<file path="src/rtl/sqcsa_pkg.sv">
package sqcsa_pkg;
  typedef struct packed {
    logic g;
    logic p;
  } gp_t;
endpackage

</file>
<file path="src/rtl/sqcsa_ripple.sv">
module sqcsa_ripple
  import sqcsa_pkg::*;
#(
  parameter int W = 4
) (
  input  logic [W-1:0] a_i,
  input  logic [W-1:0] b_i,
  input  logic         cin_i,
  output logic [W-1:0] sum_o,
  output logic         cout_o
);
  gp_t  [W-1:0] gp;
  logic [W:0]   c;

  always_comb begin
    c[0] = cin_i;
    for (int i = 0; i < W; i++) begin
      gp[i].g  = a_i[i] & b_i[i];
      gp[i].p  = a_i[i] ^ b_i[i];
      c[i+1]   = gp[i].g | (gp[i].p & c[i]);
      sum_o[i] = gp[i].p ^ c[i];
    end
  end

  assign cout_o = c[W];
endmodule

</file>
<file path="src/rtl/sqcsa_sel_blk.sv">
module sqcsa_sel_blk #(
  parameter int W = 4
) (
  input  logic [W-1:0] a_i,
  input  logic [W-1:0] b_i,
  input  logic         sel_i,
  output logic [W-1:0] sum_o,
  output logic         cout_o,
  output logic [W-1:0] c0_sum_o,
  output logic [W-1:0] c1_sum_o,
  output logic         c0_co_o,
  output logic         c1_co_o
);
  // both candidates evaluate while the select carry is still in flight
  sqcsa_ripple #(.W(W)) u_rip0 (
    .a_i(a_i), .b_i(b_i), .cin_i(1'b0), .sum_o(c0_sum_o), .cout_o(c0_co_o)
  );
  sqcsa_ripple #(.W(W)) u_rip1 (
    .a_i(a_i), .b_i(b_i), .cin_i(1'b1), .sum_o(c1_sum_o), .cout_o(c1_co_o)
  );

  assign sum_o  = sel_i ? c1_sum_o : c0_sum_o;
  assign cout_o = sel_i ? c1_co_o  : c0_co_o;
endmodule

</file>
<file path="src/rtl/sqcsa_adder.sv">
module sqcsa_adder #(
  parameter int              N     = 16,
  parameter int              NB    = 5,
  parameter logic [NB*8-1:0] BLK_W = {8'd2, 8'd5, 8'd4, 8'd3, 8'd2}
) (
  input  logic [N-1:0] a_i,
  input  logic [N-1:0] b_i,
  input  logic         cin_i,
  output logic [N-1:0] sum_o,
  output logic         cout_o
);
  function automatic int blk_lo(int k);
    int s = 0;
    for (int j = 0; j < k; j++) s += int'(BLK_W[j*8 +: 8]);
    return s;
  endfunction

  logic [NB:0]   blk_c;
  logic [N-1:0]  cand0_sum, cand1_sum;
  logic [NB-1:0] cand0_co, cand1_co;

  assign blk_c[0] = cin_i;

  for (genvar k = 0; k < NB; k++) begin : g_blk
    localparam int LO = blk_lo(k);
    localparam int W  = int'(BLK_W[k*8 +: 8]);
    if (k == 0) begin : g_base
      // carry-in known up front: no duplicate path needed
      sqcsa_ripple #(.W(W)) u_rip (
        .a_i   (a_i[LO +: W]),
        .b_i   (b_i[LO +: W]),
        .cin_i (blk_c[k]),
        .sum_o (sum_o[LO +: W]),
        .cout_o(blk_c[k+1])
      );
      assign cand0_sum[LO +: W] = sum_o[LO +: W];
      assign cand1_sum[LO +: W] = sum_o[LO +: W];
      assign cand0_co[k]        = blk_c[k+1];
      assign cand1_co[k]        = blk_c[k+1];
    end else begin : g_sel
      sqcsa_sel_blk #(.W(W)) u_sel (
        .a_i     (a_i[LO +: W]),
        .b_i     (b_i[LO +: W]),
        .sel_i   (blk_c[k]),
        .sum_o   (sum_o[LO +: W]),
        .cout_o  (blk_c[k+1]),
        .c0_sum_o(cand0_sum[LO +: W]),
        .c1_sum_o(cand1_sum[LO +: W]),
        .c0_co_o (cand0_co[k]),
        .c1_co_o (cand1_co[k])
      );
    end
  end

  assign cout_o = blk_c[NB];
endmodule

</file>
<file path="config.mk">
export PLATFORM = sky130hd
export DESIGN_NAME = sqcsa_adder
export DESIGN_NICKNAME = d
export VERILOG_FILES = /design/src/rtl/sqcsa_pkg.sv /design/src/rtl/sqcsa_ripple.sv /design/src/rtl/sqcsa_sel_blk.sv /design/src/rtl/sqcsa_adder.sv
export SDC_FILE = /design/constraint.sdc
export NUM_CORES = 1
export LEC_CHECK = 0
export ABC_AREA = 1
export BUFFER_PORTS_ARGS = -buffer_cell sky130_fd_sc_hd__buf_2
export CAP_MARGIN = 15
export CORE_UTILIZATION = 35
export DETAILED_ROUTE_END_ITERATION = 10
export GPL_ROUTABILITY_DRIVEN = 0
export GPL_TIMING_DRIVEN = 0
export PLACE_DENSITY = 0.8
export SLEW_MARGIN = 40
export SYNTH_ARGS = -nofsm -noshare
export SYNTH_HDL_FRONTEND = slang
export SYNTH_SLANG_ARGS = --single-unit
</file>
<file path="constraint.sdc">
create_clock -name vclk -period 5.75
set_input_delay 0.2875 -clock vclk [all_inputs]
set_output_delay 0.2875 -clock vclk [all_outputs]
set_load 0.01 [all_outputs]
</file>
# Word level (Yosys, flattened, before mapping)

Cells that the tools add are included.

Bitwise gates (word level): 106
Magnitude comparators: 0
Shift-type cells: 0
Div/mod/pow operators: 0
Reductions and logical operators: 0
Muxes and demuxes: 8
Add/subtract/negate cells: 0
$mul: 0
Eq/ne operators: 0

Operator list:

| operator         | number |
|---|---|
| AND 1 bit        | 38 |
| XOR 1 bit        | 38 |
| OR 1 bit         | 26 |
| 2-to-1 mux 5 bit | 1 |
| 2-to-1 mux 1 bit | 4 |
| 2-to-1 mux 4 bit | 1 |
| inverter 1 bit   | 4 |
| 2-to-1 mux 3 bit | 1 |
| 2-to-1 mux 2 bit | 1 |

ROM bits: 0
Flip-flop bits (word level): 0
Word-level logic and storage cells: 114
Input bits: 33
Memory bits (writable): 0
Bits in latches: 0
Output and inout port bits: 17
Memories: 0

# Longest topological paths before layout

Depth in word-level cells: 12
Depth in mapped cells: 26

# Hierarchy

Synthesis repeated with hierarchy kept, for this count alone.

Cells, all modules: 180
Area total of the unflattened synthesis: 1163.6 µm²

By module, submodules not included:

| module                                          | instances | area each (µm²) | sequential area each (µm²) | cells an instance |
|---|---|---|---|---|
| sqcsa_ripple at g_blk[3].g_sel.u_sel.u_rip0 ... | 2         | 137.6           | 0.0                        | 15 |
| sqcsa_ripple at g_blk[2].g_sel.u_sel.u_rip0 ... | 2         | 117.6           | 0.0                        | 14 |
| sqcsa_ripple at g_blk[0].g_base.u_rip ...       | 3         | 70.1            | 0.0                        | 10 |
| sqcsa_ripple at g_blk[1].g_sel.u_sel.u_rip0 ... | 2         | 97.6            | 0.0                        | 13 |
| sqcsa_sel_blk at g_blk[3].g_sel.u_sel           | 1         | 78.8            | 0.0                        | 21 |
| sqcsa_sel_blk at g_blk[2].g_sel.u_sel           | 1         | 67.6            | 0.0                        | 18 |
| sqcsa_sel_blk at g_blk[1].g_sel.u_sel           | 1         | 56.3            | 0.0                        | 15 |
| sqcsa_sel_blk at g_blk[4].g_sel.u_sel           | 1         | 45.0            | 0.0                        | 12 |

# Least setup slack after synthesis

No wires, ideal clock.

Path kind: input to output
Start: input a_i[0]
End: output sum_o[15]
Arrival time: 5.576 ns
Cell stages on the path: 23
Required time: 5.463 ns
Path slack: -0.113 ns
Cell sequence: inv_1 fa_1 inv_1 fa_1 inv_1 nand2_1 nand2_1 fa_1 fa_1 nand2_1 nand2_1 fa_1 fa_1 fa_1 nand2_1 nand2_1 fa_1 fa_1 fa_1 fa_1 o21ai_0 fa_1 inv_1

Longest elaborated chain between the ends: 9
Elaborated cells on any way between the ends: 10

RTL lines:

| item                            | RTL line            | RTL |
|---|---|---|
| from (decl)                     | sqcsa_adder.sv:6    | `input logic [N-1:0] a_i,` |
| XOR 1 bit                       | sqcsa_ripple.sv:19  | `gp[i].p = a_i[i] ^ b_i[i];` |
| AND 1 bit                       | sqcsa_ripple.sv:20  | `c[i+1] = gp[i].g \| (gp[i].p & c[i]);` |
| OR 1 bit *                      | sqcsa_ripple.sv:20  |  |
| AND 1 bit *                     | sqcsa_ripple.sv:20  |  |
| OR 1 bit *                      | sqcsa_ripple.sv:20  |  |
| 2-to-1 mux 1 bit * (3 in a row) | sqcsa_sel_blk.sv:23 | `assign cout_o = sel_i ? c1_co_o : c0_co_o;` |
| 2-to-1 mux 2 bit *              | sqcsa_sel_blk.sv:22 | `assign sum_o = sel_i ? c1_sum_o : c0_sum_o;` |
| to (decl)                       | sqcsa_adder.sv:9    | `output logic [N-1:0] sum_o,` |

Mark *: on every way between the ends. The rest lies on a longest branch, timed or not.

# Worst setup path after layout

Ends and elaborated chain as after synthesis.

==> results.tsv <==
stage	metric	value	unit
power_and_ir_drop	Lkg Pwr	0.554	nW
die	Die X	41.0	µm
final_layout	FFs & Latches	0	
final_layout	Multi-input gate area	469	µm²
hold_path	HP Start	b_i[4]	
global_route	Remaining Overflow, GRT	0	
detailed_routing	Via density	4.32	
final_layout	Storage cell area	0	µm²
power_and_ir_drop	Pwr Total	95.2	µW
placement	Post-Place Worst Slack	-0.350	ns
setup_path	Critical Path AT	5.43	ns
sta	RSZ-0062 raised after global routing	true	
power_and_ir_drop	PD cells	109	nW/µm²
final_layout	ant diodes	0	
setup_path	CP Class	input port to output port	
logic_synthesis	Synth Warn #	0	
detailed_routing	DRT Pass-1 Iters	1	
die	initial core utilization	39.0	%
die	die area	1680	µm²
final_layout	Fill cells	121	
sta	Final Cycle Share	99.4	%
placement	placed inst area	807	µm²
setup_path	CP Launch Point	a_i[0]	
global_route	first-pass GRT wire length	1.70	mm
sta	max-slew violations	0	
sta	Tmin final	5.71	ns
power_and_ir_drop	VDD IR-drop max	0.0548	mV
final_layout	area grow syn2layout	63.4	%
placement	DP HPWL	1.06	mm
logic_synthesis	Mapped Area	533	µm²
setup_path	crit end category	output port	
detailed_routing	Iteration-0 DRC Markers	0	
sta	slew margin rel.	92.2	%
sta	Final Hold Violating Endpoints	0	
placement	port buffer count	50	
sta	final setup fails	0	
final_layout	layout cells sized above 1	59.3	%
detailed_routing	vias post-DR	596	
global_route	vias in the first global route	503	
die	std cell rows	13	
sta	setup ws final	0.0358	ns
status	outcome	finished, final reports clean	
logic_synthesis	Unique masters post-synth	5	
global_route	largest net degree at the start of global routing	5	
logic_synthesis	area share of the largest cell type after synthesis	45.1	%
global_route	initial antenna violation count	0	
die	I/O pin count	50	
final_layout	NumNets Final	178	
detailed_routing	Antenna Violating Nets Remaining	0	
setup_path	WP data required	5.46	ns
hold_path	Worst Hold Class	input port to output port	
die	die height	41.0	µm
logic_synthesis	cell count after synthesis	71	
setup_path	Crit Path Max Fanout	4	
logic_synthesis	Synth area leader	fa_1	
die	Core Footprint	1370	µm²
logic_synthesis	synth top area cells	fa_1, inv_1, ha_1, nand2_1, o21ai_0	
global_route	GR Util All Layers	14.6	%
detailed_routing	residual DRC count	0	
detailed_routing	Total Wirelength	1.17	mm
logic_synthesis	Avg Inst Size Synth	7.51	µm²
final_layout	Final Core Density	63.7	%
logic_synthesis	syn_nets	124	
final_layout	Final Cell Area	871	µm²
hold_path	hold depth	3	
logic_synthesis	sequential share of the synthesized area	0	%
sta	fmax	0.175	GHz
final_layout	clk_buf instances	0	
detailed_routing	WL/cell	8.49	µm
setup_path	startpoint types	input port	
run	max-cap violation count	0	
sta	Slew @ Worst Pin	0.116	ns
## worst max-delay path, cell delays in order
cell and delay (ns):
buf_6 0.07, inv_2 0.03, fa_2 0.37, inv_2 0.06, fa_2 0.21, inv_2 0.05, nand2_2 0.06, nand2_2 0.05
fa_2 0.34, fa_2 0.36, nand2_1 0.07, nand2_1 0.07, fa_2 0.34, fa_2 0.35, fa_2 0.36, nand2_1 0.07
nand2_1 0.06, fa_2 0.33, fa_2 0.34, fa_2 0.34, fa_2 0.39, nand2_2 0.08, o21ai_2 0.05, fa_2 0.52
inv_2 0.03, buf_6 0.11
## timing repair
item,in CTS,in global routing
setup buffers,2,0
setup endpoints to repair,2,2
hold buffers,0,0
resized for setup,14,7
pin swaps,5,3
## final timing paths
kind	end	slack, ns
worst max-delay path	sum_o[15]	0.04
worst min-delay path	sum_o[4]	0.95
## stage by stage
| step | std cells | setup TNS (ns) | hold slack [ns] |
|---|---|---|---|
| final | 138 | 0 | 0.954 |
| after global routing | 138 | -0.170 | 0.989 |
| after CTS | 138 | -0.0401 | 0.957 |
| after detailed placement | 136 | -0.579 | 0.927 |
| after global placement | 136 | -0.439 | 0.925 |
| after floorplan | 71 | 0 | 0.763 |
## power by group
part           internal, mW  leakage [nW]  total [mW]  switching [mW]
combinational        0.0463         0.554      0.0952          0.0489
sequential                0             0           0               0
clock                     0             0           0               0
## routing by layer
metal / vias to the layer above / routed length (µm) / GRT usage (%)
li1: 294 / - / -
met1: 260 / 334 / 11.7
met2: 42 / 631 / 32.4
met3: 0 / 205 / 3.80
met4: 0 / 0 / 3.33
met5: - / 0 / 0
## cell usage after synthesis
cell,n
fa_1,12
inv_1,28
o21ai_0,1
ha_1,8
nand2_1,22
## layout make-up
type               instances  area share (%)
repair buffers            52            31.9
multi-input cells         43            53.9
inverters                 28            12.1
well taps                 15            2.16
## cells in the final DEF (no fill, tap or decap)
master	Yosys	routed
nand2_1	22	19
ha_1	8	8
nand2_2	0	3
inv_2	0	5
fa_2	0	12
buf_2	0	48
inv_1	28	23
buf_6	0	2
buf_4	0	2
o21ai_2	0	1
## cells by family after synthesis
kind of cell	count (synthesis)	share of synthesized area (%)
adder cells (fa/ha/maj)	20	63.9
AND/OR/NAND/NOR	22	15.5
buffers and inverters	28	19.7
AO/OA/AOI/OAI	1	0.938
Note: power is estimated with default switching activity, not from simulation.
